### src/rtl/edge_irq_pkg.sv
package edge_irq_pkg;

  // Strobes from the register-port control into the datapath
  typedef struct packed {
    logic loadMask;   // write of a non-empty enable mask
    logic clearAll;   // write of an all-zero enable mask
  } ctlStrobe_t;

endpackage

### src/rtl/edge_irq_dp.sv
module edge_irq_dp
  import edge_irq_pkg::*;
#(
  parameter int NUM_SRC     = 6,
  parameter int SYNC_STAGES = 2
) (
  input  logic               clk,
  input  logic               rstN,
  input  logic [NUM_SRC-1:0] srcIn,
  input  ctlStrobe_t         strobe,
  input  logic [NUM_SRC-1:0] maskIn,
  output logic [NUM_SRC-1:0] status
);

  localparam int CHAIN_W = SYNC_STAGES + 1;

  logic [NUM_SRC-1:0] riseDet;
  logic [NUM_SRC-1:0] enMask;
  logic [NUM_SRC-1:0] statusQ;
  logic [NUM_SRC-1:0] setVec;

  // One synchroniser chain plus a history flop per source
  for (genvar g = 0; g < NUM_SRC; g++) begin : g_src
    logic [CHAIN_W-1:0] chain;

    always_ff @(posedge clk) begin
      if (!rstN) chain <= '0;
      else       chain <= {chain[CHAIN_W-2:0], srcIn[g]};
    end

    assign riseDet[g] = chain[CHAIN_W-2] & ~chain[CHAIN_W-1];
  end

  // Only sources enabled before this edge may set a bit
  assign setVec = riseDet & enMask;

  always_ff @(posedge clk) begin
    if (!rstN) begin
      enMask  <= '0;
      statusQ <= '0;
    end else if (strobe.clearAll) begin
      enMask  <= '0;
      statusQ <= '0;
    end else if (strobe.loadMask) begin
      enMask  <= maskIn;
      statusQ <= (statusQ | setVec) & maskIn;   // disable beats set
    end else begin
      statusQ <= statusQ | setVec;
    end
  end

  assign status = statusQ;

endmodule

### src/rtl/edge_irq_ctl.sv
module edge_irq_ctl
  import edge_irq_pkg::*;
#(
  parameter int NUM_SRC    = 6,
  parameter int REG_W      = 8,
  parameter bit PULSE_MODE = 1'b0
) (
  input  logic               clk,
  input  logic               rstN,
  input  logic               wrEn,
  input  logic [REG_W-1:0]   wrData,
  input  logic [NUM_SRC-1:0] status,
  output ctlStrobe_t         strobe,
  output logic [NUM_SRC-1:0] maskOut,
  output logic [REG_W-1:0]   rdData,
  output logic               irqOut
);

  logic anyNow;
  logic anyPrev;

  // Write decode: only the low NUM_SRC bits carry meaning
  assign maskOut         = wrData[NUM_SRC-1:0];
  assign strobe.clearAll = wrEn && (maskOut == '0);
  assign strobe.loadMask = wrEn && (maskOut != '0);

  // Read path: status zero-extended to the register width
  assign rdData = REG_W'(status);

  assign anyNow = |status;

  always_ff @(posedge clk) begin
    if (!rstN) anyPrev <= 1'b0;
    else       anyPrev <= anyNow;
  end

  if (PULSE_MODE) begin : g_pulse
    assign irqOut = anyNow & ~anyPrev;
  end else begin : g_level
    assign irqOut = anyNow;
  end

endmodule

### src/rtl/edge_irq_latch.sv
module edge_irq_latch
  import edge_irq_pkg::*;
#(
  parameter int NUM_SRC     = 6,
  parameter int REG_W       = 8,
  parameter int SYNC_STAGES = 2,
  parameter bit PULSE_MODE  = 1'b0
) (
  input  logic               clk,
  input  logic               rstN,
  input  logic [NUM_SRC-1:0] srcIn,
  input  logic               wrEn,
  input  logic [REG_W-1:0]   wrData,
  output logic [REG_W-1:0]   rdData,
  output logic               irqOut
);

  ctlStrobe_t         strobe;
  logic [NUM_SRC-1:0] maskBus;
  logic [NUM_SRC-1:0] statusBus;

  edge_irq_ctl #(
    .NUM_SRC(NUM_SRC), .REG_W(REG_W), .PULSE_MODE(PULSE_MODE)
  ) ctl_i (
    .clk(clk), .rstN(rstN), .wrEn(wrEn), .wrData(wrData),
    .status(statusBus), .strobe(strobe), .maskOut(maskBus),
    .rdData(rdData), .irqOut(irqOut)
  );

  edge_irq_dp #(
    .NUM_SRC(NUM_SRC), .SYNC_STAGES(SYNC_STAGES)
  ) dp_i (
    .clk(clk), .rstN(rstN), .srcIn(srcIn), .strobe(strobe),
    .maskIn(maskBus), .status(statusBus)
  );

endmodule

### config.mk
export PLATFORM = sky130hd
export DESIGN_NAME = edge_irq_latch
export DESIGN_NICKNAME = d
export VERILOG_FILES = /design/src/rtl/edge_irq_pkg.sv /design/src/rtl/edge_irq_dp.sv /design/src/rtl/edge_irq_ctl.sv /design/src/rtl/edge_irq_latch.sv
export SDC_FILE = /design/constraint.sdc
export NUM_CORES = 1
export LEC_CHECK = 0
export BUFFER_PORTS_ARGS = -buffer_cell sky130_fd_sc_hd__buf_2
export CAP_MARGIN = 20
export CORE_ASPECT_RATIO = 1.5
export CORE_MARGIN = 1
export CORE_UTILIZATION = 35
export CTS_CLUSTER_SIZE = 40
export DETAILED_ROUTE_END_ITERATION = 8
export PLACE_DENSITY = 0.64
export SLEW_MARGIN = 20
export SYNTH_ARGS = -nofsm -noshare
export SYNTH_HDL_FRONTEND = slang
export SYNTH_SLANG_ARGS = --single-unit
export TNS_END_PERCENT = 10
### constraint.sdc
create_clock -name clk -period 0.8 [get_ports clk]
set_clock_uncertainty 0.05 [all_clocks]
set_input_delay 0.16 -clock clk [delete_from_list [all_inputs] [get_ports clk]]
set_output_delay 0.16 -clock clk [all_outputs]
set_load 0.005 [all_outputs]
==> results by group <==
STA
  – Final hold violation count: 0
  – Final setup TNS: -1.89 ns
  – Final setup margin: -0.443 ns
  – Fmax: 804 MHz
  – Period utilization: 1.55
  – Slew Limit Fails: 0
  – RSZ-0062 raised after global routing: yes
  – Final setup viols: 13
  – Period minus WS final: between 1 and 1.5 ns

Worst hold path
  – Hold_sp: srcIn[3]
  – Hold EP: dp_i.g_src[3].chain[0]$_SDFF_PN0_
  – Min-delay worst type: primary input to flip-flop
  – Worst hold path depth: 2

Placement
  – Detail Placement HPWL: 1.09 mm
  – GPL Wtd Cong: ~0.73
  – DP Area: 0.00118 mm²
  – I/O Buffers: 21

Pwr
  – PwrDens: 2140 mW/mm²
  – Leakage: 0.608 nW
  – Max IR drop VDD: around 0.0012 V

Setup path
  – Worst r2r path cells: 2
  – CP arrival: 1.03 ns
  – CP top delay family: flip-flops
  – R2R setup slack: -0.05 ns
  – Startpoint types: flip-flop
  – CP endpoint kind: output port
  – R2r endpoint: dp_i.status[2]$_SDFF_PP0_
  – Critical-path cell list: nor4_2, nand2_1, buf_2
  – CP max-delay cell: dfxtp_2
  – WP data required: 0.59 ns
  – Crit path buf inv count: 1
  – Slowest Stage Delay on Critical Path: 0.32 ns
  – Critical R2R Launch: dp_i.enMask[2]$_SDFFE_PP0P_
  – CP Max Fanout: 2
  – Setup CP Type: flip-flop to output port

Route
  – Detail Route Antenna Nets: 0
  – Routed len/inst: 10.2 µm
  – Routed Wire Length: 1.54 mm
  – Iteration-0 DRC Markers: 15
  – Drt via density: 4.37
  – Drt first pass iters: 2
  – DR vias: 655
  – DRC: 0

Synth
  – Synth Instances: 83
  – FF+latch count, synth: 30
  – Avg Inst Size Synth: 12.0 µm²
  – Sequential share of the synthesized area: 0.602
  – Library cells used by synthesis: 15
  – Yosys warnings: 0
  – Synthesized cell area: around 1000 µm²

Final layout
  – Final #Nets: 130
  – Diodes inserted: 0
  – Final Cell Area: 0.00132 mm²
  – Area Growth Syn to Fin: 31.7%
  – Finished Core Util: 0.491
  – Layout cells sized above 1: 0.398

Clock tree
  – Clk_lat worst skew: 0.27 ns
  – Clk root buf: clkbuf_8
  – CTS Buf Count: 5
  – Setup Fix Bufs, Post-CTS: 0
  – CTS max path bufs: 2
  – CTS Hold Bufs: 0
  – CTS tree: yes
  – Clk slew on worst S/H paths: 0.06 ns
  – CTS H-tree lvls: 2
  – CTS Sinks: 30

Outcome
  – Status: finished, violations left
  – Failing checks: setup timing

Die
  – # rows: 23
  – Chip height: roughly 67 µm
  – Die Area: around 0.0031 mm²
  – Core Region: 0.00268 mm²
  – Initial core utilization: 0.373
  – IO Pins: 26
  – Die width: 45.6 µm

Global routing
  – First-pass GRT wire length: 2.59 mm
  – Tot GR Track Use: 0.124
  – Initial antenna violation count: 0
  – Vias in the first global route: 639
  – GRT Residual Overflow: 0
  – Largest net degree at the start of global routing: 21

Job
  – MaxCap Viol Count: 0
[report_power, final]
| part | switching [W] | leakage, nW | internal, W |
|---|---|---|---|
| Combinational | 0.0000719 | 0.320 | 0.0000979 |
| Sequential | 0.0000189 | 0.251 | 0.00156 |
| Clock | 0.000474 | 0.0383 | 0.000596 |
[worst max-delay path by stage]
| stage | start | to | slack, ns | depth (start not counted) |
|---|---|---|---|---|
| 6_report | dp_i.status[5]$_SDFF_PP0_ | irqOut | -0.44 | 3 |
| 5_1_grt | dp_i.status[5]$_SDFF_PP0_ | irqOut | -0.51 | 3 |
| 4_1_cts | dp_i.status[5]$_SDFF_PP0_ | irqOut | -0.46 | 3 |
| 3_5_place_dp | dp_i.status[5]$_SDFF_PP0_ | irqOut | -0.18 | 3 |
| 3_3_place_gp | dp_i.status[5]$_SDFF_PP0_ | irqOut | -0.18 | 3 |
| 2_1_floorplan | dp_i.status[5]$_SDFF_PP0_ | irqOut | -0.06 | 2 |
[what timing repair did]
item,CTS,global route
setup endpoints to repair,13,13
resized for setup,12,6
pin swaps,0,1
[per-stage QoR]
| stage | power, W | hold WS (ns) | setup slack, ns | std cells |
|---|---|---|---|---|
| after floorplan | 0.00170 | 0.237 | -0.0551 | 84 |
| after global placement | 0.00176 | 0.316 | -0.180 | 143 |
| after detailed placement | 0.00177 | 0.319 | -0.181 | 143 |
| after CTS | 0.00286 | 0.0347 | -0.463 | 150 |
| after global routing | 0.00296 | 0.0441 | -0.513 | 150 |
| final | 0.00281 | 0.0436 | -0.443 | 150 |
[Yosys cell counts (all sizes together)]
library cell / instances / area share
o221a: 6 / 0.068
buf: 4 / 0.031
and2: 18 / 0.11
inv: 1 / 0.0088
nor2b: 6 / 0.038
clkbuf: 2 / 0.010
conb: 1 / 0.0038
nand2: 1 / 0.0038
nor2: 1 / 0.0038
and3b: 6 / 0.053
mux2i: 6 / 0.060
nor4: 1 / 0.0063
dfxtp: 30 / 0.60
[cell families (layout without fill, tap and decap cells)]
| kind of cell | after synthesis | count (layout) | synth area share |
|---|---|---|---|
| and+or+nand+nor | 33 | 33 | 0.217 |
| muxes | 6 | 6 | 0.0602 |
| buffers and inverters | 7 | 36 | 0.0501 |
| AOI/OAI and AO/OA | 6 | 6 | 0.0677 |
| other | 1 | 2 | 0.00376 |
| DFF | 30 | 30 | 0.602 |
[worst register-to-register path, delay by kind of cell (launching register included)]
family / cells / cell delay [ns]
compound gates: 1 / 0.20
flops: 1 / 0.32
simple gates: 1 / 0.17
[routing by layer]
| metal | share of wire | GRT usage |
|---|---|---|
| met1 | 0.39 | 0.116 |
| met2 | 0.53 | 0.205 |
| met3 | 0.054 | 0.0561 |
| met5 | 0 | 0 |
| met4 | 0.026 | 0.0909 |
[registers in the layout, indices dropped and copies added (netlist names)]
name and cells:
dp_i.status 6, dp_i.g_src.chain 18, dp_i.enMask 6
[layout make-up]
cell class | instances | area, µm²
tap | 37 | 46.3
multi-input combinational | 47 | 358
sequential | 30 | 613
fill | 267 | 1360
timing repair buffer | 28 | 213
inverter | 1 | 8.76
clock buffer | 7 | 76.3
[placed cells by master (no fill, tap or decap)]
| cell | Yosys | final |
|---|---|---|
| conb_1 | 1 | 2 |
| buf_6 | 1 | 8 |
| buf_4 | 2 | 3 |
| clkbuf_8 | 0 | 5 |
| buf_2 | 1 | 16 |
| o221a_1 | 6 | 6 |
| nor2_1 | 1 | 1 |
| nand2_1 | 1 | 1 |
| mux2i_1 | 6 | 6 |
| nor2b_1 | 6 | 6 |
| and2_1 | 18 | 18 |
| inv_6 | 1 | 1 |
| and3b_1 | 6 | 6 |
| buf_12 | 0 | 1 |
| nor4_2 | 0 | 1 |
| clkbuf_1 | 0 | 2 |
| dfxtp_1 | 30 | 20 |
| dfxtp_2 | 0 | 10 |
No activity file was read; power rests on OpenSTA's default activity.
